===== config.mk =====
export PLATFORM = sky130hd
export DESIGN_NAME = octave_tone_gen
export DESIGN_NICKNAME = d
export VERILOG_FILES = /design/src/rtl/octave_tone_gen.sv
export SDC_FILE = /design/constraint.sdc
export NUM_CORES = 1
export LEC_CHECK = 0
export BUFFER_PORTS_ARGS = -buffer_cell sky130_fd_sc_hd__buf_2
export CAP_MARGIN = 20
export CORE_MARGIN = 8
export CORE_UTILIZATION = 26
export DETAILED_ROUTE_END_ITERATION = 8
export PLACE_DENSITY_LB_ADDON = 0.05
export SYNTH_ARGS = -nofsm -noshare
export SYNTH_HDL_FRONTEND = slang
export SYNTH_SLANG_ARGS = --single-unit

===== constraint.sdc =====
create_clock -name clk -period 3.2 [get_ports clk]
set_input_delay 0.48 -clock clk [delete_from_list [all_inputs] [get_ports clk]]
set_output_delay 0.48 -clock clk [all_outputs]
set_load 0.02 [all_outputs]

===== src/rtl/octave_tone_gen.sv =====
module octave_tone_gen #(
  parameter int BASE_DIV = 64,
  parameter int OCT_W    = 3,
  parameter int PITCH_W  = 4,
  parameter int CNT_W    = 8
) (
  input  logic               clk,
  input  logic               rst_n,
  input  logic [OCT_W-1:0]   octave,
  input  logic [PITCH_W-1:0] pitch,
  output logic               tone
);
  localparam int TOP_OCT = (1 << OCT_W) - 1;
  localparam int DIV_W   = TOP_OCT;
  localparam int PRE_W   = (BASE_DIV > 1) ? $clog2(BASE_DIV) : 1;
  localparam int NOTES   = 12;

  function automatic logic [CNT_W-1:0] half_len_of(input logic [PITCH_W-1:0] p);
    case (p)
      4'd0:    half_len_of = CNT_W'(187);
      4'd1:    half_len_of = CNT_W'(176);
      4'd2:    half_len_of = CNT_W'(166);
      4'd3:    half_len_of = CNT_W'(157);
      4'd4:    half_len_of = CNT_W'(148);
      4'd5:    half_len_of = CNT_W'(140);
      4'd6:    half_len_of = CNT_W'(132);
      4'd7:    half_len_of = CNT_W'(125);
      4'd8:    half_len_of = CNT_W'(118);
      4'd9:    half_len_of = CNT_W'(111);
      4'd10:   half_len_of = CNT_W'(105);
      4'd11:   half_len_of = CNT_W'(99);
      default: half_len_of = CNT_W'(1);
    endcase
  endfunction

  logic             base_tick;
  logic [DIV_W-1:0] oct_div;
  logic [DIV_W:0]   oct_mask;
  logic             en;
  logic [CNT_W-1:0] cnt;
  logic [CNT_W-1:0] half_len;
  logic [OCT_W-1:0] last_oct;
  logic [PITCH_W-1:0] last_pitch;
  logic             restart;
  logic             changed;
  logic             valid;

  generate
    if (BASE_DIV > 1) begin : g_pre
      logic [PRE_W-1:0] pre;
      always_ff @(posedge clk) begin
        if (!rst_n || pre == PRE_W'(BASE_DIV - 1)) pre <= '0;
        else pre <= pre + 1'b1;
      end
      assign base_tick = rst_n && (pre == PRE_W'(BASE_DIV - 1));
    end else begin : g_nopre
      assign base_tick = rst_n;
    end
  endgenerate

  always_ff @(posedge clk) begin
    if (!rst_n) oct_div <= '0;
    else if (base_tick) oct_div <= oct_div + 1'b1;
  end

  assign oct_mask = ((DIV_W+1)'(1) << (TOP_OCT - int'(octave))) - 1'b1;
  assign en       = base_tick && ((oct_div & oct_mask[DIV_W-1:0]) == '0);
  assign valid    = int'(pitch) < NOTES;
  assign half_len = half_len_of(pitch);
  assign changed  = (octave != last_oct) || (pitch != last_pitch);

  always_ff @(posedge clk) begin
    if (!rst_n) begin
      cnt        <= '0;
      tone       <= 1'b0;
      restart    <= 1'b0;
      last_oct   <= '0;
      last_pitch <= '0;
    end else begin
      last_oct   <= octave;
      last_pitch <= pitch;
      if (changed) restart <= 1'b1;
      if (!valid) begin
        cnt     <= '0;
        tone    <= 1'b0;
        restart <= 1'b0;
      end else if (en) begin
        if (restart || changed) begin
          cnt     <= '0;
          restart <= 1'b0;
        end else if (cnt >= half_len - 1'b1) begin
          cnt  <= '0;
          tone <= ~tone;
        end else begin
          cnt <= cnt + 1'b1;
        end
      end
    end
  end

  AST_SILENT_LOW: assert property (@(posedge clk) disable iff (!rst_n)
    !valid |=> !tone);
  AST_EDGE_ON_ENABLE: assert property (@(posedge clk) disable iff (!rst_n)
    (!en && valid) |=> $stable(tone));
  AST_CNT_IN_RANGE: assert property (@(posedge clk) disable iff (!rst_n)
    (en && valid) |=> (!$stable(pitch) || cnt < half_len));
  AST_ENABLE_SPACING: assert property (@(posedge clk) disable iff (!rst_n)
    (en && (BASE_DIV > 1 || int'(octave) != TOP_OCT)) |=> (!$stable(octave) || !en));
  AST_RESET_QUIET: assert property (@(posedge clk)
    !rst_n |=> !tone);
endmodule


==> results.py <==
metrics = {
    "global_route": {
        "grt_first_pass_wirelength_um": 8060,
        "grt_busiest_layer": "met1",
        "met3_usage_pct": 2.38,
        "via_count_of_the_first_global_routing_pass": 1652,
        "global_route.usage.met1_pct": 12.4,
        "grt_max_degree": 21,
        "grt_antenna_before_repair": 0,
        "grt_use_met2_pct": 12.2,
        "gr-total-overflow": 0,
        "global_route.usage.total_pct": 8.85,
    },
    "routing": {
        "detailedRoute.firstPassIterationCount": 4,
        "via_to_cell_ratio": 4.44,
        "wirelength_um": 4690,
        "ant_nets": 0,
        "drt_drc": 0,
        "drt_iter0_drc": 29,
        "wl_per_cell_um": 12.4,
        "total_via_count_in_the_routed_design": 1675,
    },
    "die": {
        "top_level_ports": 10,
        "core_um2": 7730,
        "core.rowCount": 32,
        "die_w_um": 105,
        "fp.dieArea_um2": 11100,
        "initial_utilization_pct": 26.9,
        "die_height_um": 105,
    },
    "yosys": {
        "synth-edff-count": 0,
        "post_synth_arst_share_pct": 0,
        "mappedNetlistArea_um2": 2080,
        "yosysWarnings": 0,
        "synthDominantAreaCellType": "sky130_fd_sc_hd__dfxtp_1",
        "syn_inst": 243,
        "synth_ff_type": "sky130_fd_sc_hd__dfxtp_1",
        "synthesis.nets": 270,
        "yosys-mux-area-fraction_pct": 1.50,
        "synth-adder-area-share_pct": 10.8,
        "synth_sequential_area_ratio_pct": 28.9,
        "ys_top_cells_by_area": "sky130_fd_sc_hd__dfxtp_1, sky130_fd_sc_hd__ha_1, sky130_fd_sc_hd__xnor2_1",
        "synthDistinctLibCells": 54,
        "post_synth_and_or_nand_nor_area_fraction_pct": 28.8,
        "synth.top_cell.area_share_pct": 28.9,
        "post_synth.cell_area_avg_um2": 8.56,
        "synthXorXnorAreaFrac_pct": 8.84,
        "ys_seq_elements": 30,
        "synth_top_family_by_area": "simple AND/OR/NAND/NOR gates",
        "fraction_of_the_mapped_netlist_area_in_compound_gates_pct": 17.0,
    },
    "finish": {
        "synthesis_to_layout_area_growth_pct": 22.4,
        "nets": 301,
        "total_of_fill_cells_in_the_finished_design": 837,
        "post_route_cells_drive_above_1_share_pct": 24.0,
        "antenna_cells": 0,
        "post_layout_nonfiller_instances": 377,
    },
    "critical_path": {
        "cp_data_arrival_time_ps": 3170,
        "setup.worst_path.end_class": "register",
        "critical_path_class": "in2reg",
        "rrSetupSlack_ps": 1080,
        "worst-endpoint-required_ps": 3390,
        "largest_fanout_on_the_critical_path": 4,
        "worst_setup_path_start_kind": "primary input",
    },
    "cts": {
        "cts.reportedPaths.clkPinSlew_ps": 60,
        "clk-insertion-delay-late_ps": 280,
        "tritoncts.num_buffers": 5,
        "root_buffer": "sky130_fd_sc_hd__clkbuf_8",
        "clock_path_buffers": 2,
        "clock_tree_from_tritoncts": "built",
        "numClockSinks": 30,
        "htree_num_levels": 2,
    },
    "worst_hold_path": {
        "worstHoldPathType": "reg2reg",
    },
    "placed_design": {
        "post-place-cells": 369,
        "io_buffers": 9,
        "weighted_congestion_at_the_end_of_routability_driven_global_placement": 0.723,
        "dp_hpwl_um": 3510,
    },
    "sta": {
        "slew_violations": 0,
        "slew_headroom_pct": 75.4,
        "report.final.hold_viol_count": 0,
        "maxClockFrequency_mhz": 335,
        "timing_worst_slew_pin_value_ps": 364,
        "finalSetupViolCount": 0,
        "final_period_minus_worst_setup_slack_ps": 2990,
        "timing.setup.tns_ps": 0,
        "post-route-period-util_pct": 93.4,
        "rsz0062_at_grt": "true",
        "finClkSkew_ps": 11.4,
    },
    "outcome": {
        "outcome": "complete, no violations",
    },
    "power": {
        "p_clk_share_pct": 41.5,
        "power.density_nw_per_um2": 359,
        "swShare_pct": 25.1,
        "power.ir.vdd_worst_mv": 0.148,
        "internal_power_of_the_cells_mw": 0.685,
        "power.share.sequential_pct": 42.3,
        "net_sw_power_mw": 0.229,
        "leakagePower_nw": 0.988,
        "pwr-share-comb_pct": 16.2,
    },
    "flow_run": {
        "timing.max_cap.violations": 0,
    },
}
## registers in the layout, indices dropped and copies added, names as in the netlist
register	count
cnt	8
g_pre.pre	6
last_oct	3
last_pitch	4
oct_div	7
restart	1
tone	1
## worst max-delay path: stages
cell and delay (ps):
sky130_fd_sc_hd__buf_2 110, sky130_fd_sc_hd__ha_1 230, sky130_fd_sc_hd__nor2b_2 150, sky130_fd_sc_hd__a21oi_1 60, sky130_fd_sc_hd__o21ai_2 180, sky130_fd_sc_hd__ha_2 200, sky130_fd_sc_hd__inv_1 50, sky130_fd_sc_hd__a211o_1 260
sky130_fd_sc_hd__o21a_1 100, sky130_fd_sc_hd__nor2_1 80, sky130_fd_sc_hd__nor2_1 60, sky130_fd_sc_hd__ha_1 200, sky130_fd_sc_hd__a211oi_2 180, sky130_fd_sc_hd__o221a_2 210, sky130_fd_sc_hd__or2_2 110, sky130_fd_sc_hd__nand4_1 110
sky130_fd_sc_hd__buf_4 180, sky130_fd_sc_hd__o31ai_1 220
## power groups by stage
stage | logic, mW | clock network, mW | registers [mW]
6_report | 0.148 | 0.379 | 0.387
3_3_place_gp | 0.146 | 0 | 0.396
5_1_grt | 0.168 | 0.414 | 0.388
4_1_cts | 0.145 | 0.400 | 0.387
3_5_place_dp | 0.145 | 0 | 0.395
2_1_floorplan | 0.0914 | 0 | 0.395
## cells in the mapped netlist (all sizes together), types with 2 or more instances
master	instances
xor2	6
o21a	4
nor2	16
or3	2
nand3	12
nand2b	6
nand3b	4
and2	16
or2	4
nor4	3
nand4	4
a21oi	5
mux2i	2
a21boi	3
o22ai	2
buf	3
nor2b	3
ha	18
o31ai	5
o22a	6
dfxtp	30
xnor2	15
a211oi	3
nand2	24
clkbuf	7
o21ai	8
inv	10
and3	4
## routing by layer
| metal | up-vias | share of wire, % |
|---|---|---|
| met1 | 742 | 56 |
| met5 | - | 0 |
| met3 | 4 | 2.2 |
| met4 | 0 | 1.3 |
| met2 | 10 | 40 |
| li1 | 919 | - |
## final timing paths
path	from	to	cells after the start
min reg2reg	g_pre.pre[0]$_SDFF_PP0_	g_pre.pre[0]$_SDFF_PP0_	1
min	g_pre.pre[0]$_SDFF_PP0_	g_pre.pre[0]$_SDFF_PP0_	1
max reg2reg	g_pre.pre[0]$_SDFF_PP0_	cnt[6]$_SDFFE_PN0P_	8
max	pitch[0]	cnt[7]$_SDFFE_PN0P_	18
## timing repair
action | in CTS | in global routing
endpoints found under the setup margin | 0 | 9
resized for setup | 0 | 10
setup buffers | 0 | 0
hold buffers | 0 | 0
## cell type report
type,count,area [µm²],area share [%]
clock buffer,5,68.8,2.70
inverter,10,37.5,1.47
sequential,30,601,23.6
clock inverter,3,40.0,1.57
multi-input combinational,193,1440,56.5
tap,102,128,5.01
timing repair buffer,34,233,9.14
## placed cells by master, fill, tap and decap left out, types with 9 or more instances in the layout
master | synthesis | final
sky130_fd_sc_hd__dfxtp_1 | 30 | 30
sky130_fd_sc_hd__buf_4 | 0 | 25
sky130_fd_sc_hd__nand2_1 | 24 | 24
sky130_fd_sc_hd__nor2_1 | 16 | 16
sky130_fd_sc_hd__ha_1 | 18 | 16
sky130_fd_sc_hd__and2_1 | 15 | 15
sky130_fd_sc_hd__xnor2_1 | 15 | 15
sky130_fd_sc_hd__nand3_1 | 11 | 11
sky130_fd_sc_hd__inv_1 | 10 | 10
sky130_fd_sc_hd__buf_2 | 2 | 9
## kinds of logic (layout without fill, tap and decap cells)
logic type,after synthesis,count (layout)
adder cells (fa/ha/maj),18,18
buffers and inverters,20,52
AO/OA/AOI/OAI,48,48
XOR/XNOR,21,21
AND/OR/NAND/NOR,103,103
multiplexers,3,3
flip-flops,30,30
## through the flow
stage | cell area [µm²] | worst slack [ps] | total power [mW] | util, % | hold slack (ps)
floorplan | 2080 | 5.91 | 0.486 | - | 418
finish | 2550 | 213 | 0.914 | 33.0 | 457
detailed placement | 2390 | -223 | 0.540 | 31.0 | 449
global route | 2550 | -47.6 | 0.970 | 33.0 | 514
global placement | 2390 | -194 | 0.541 | 31.0 | 442
CTS | 2500 | 65.1 | 0.933 | 32.4 | 462
(Power assumes the default switching activity.)
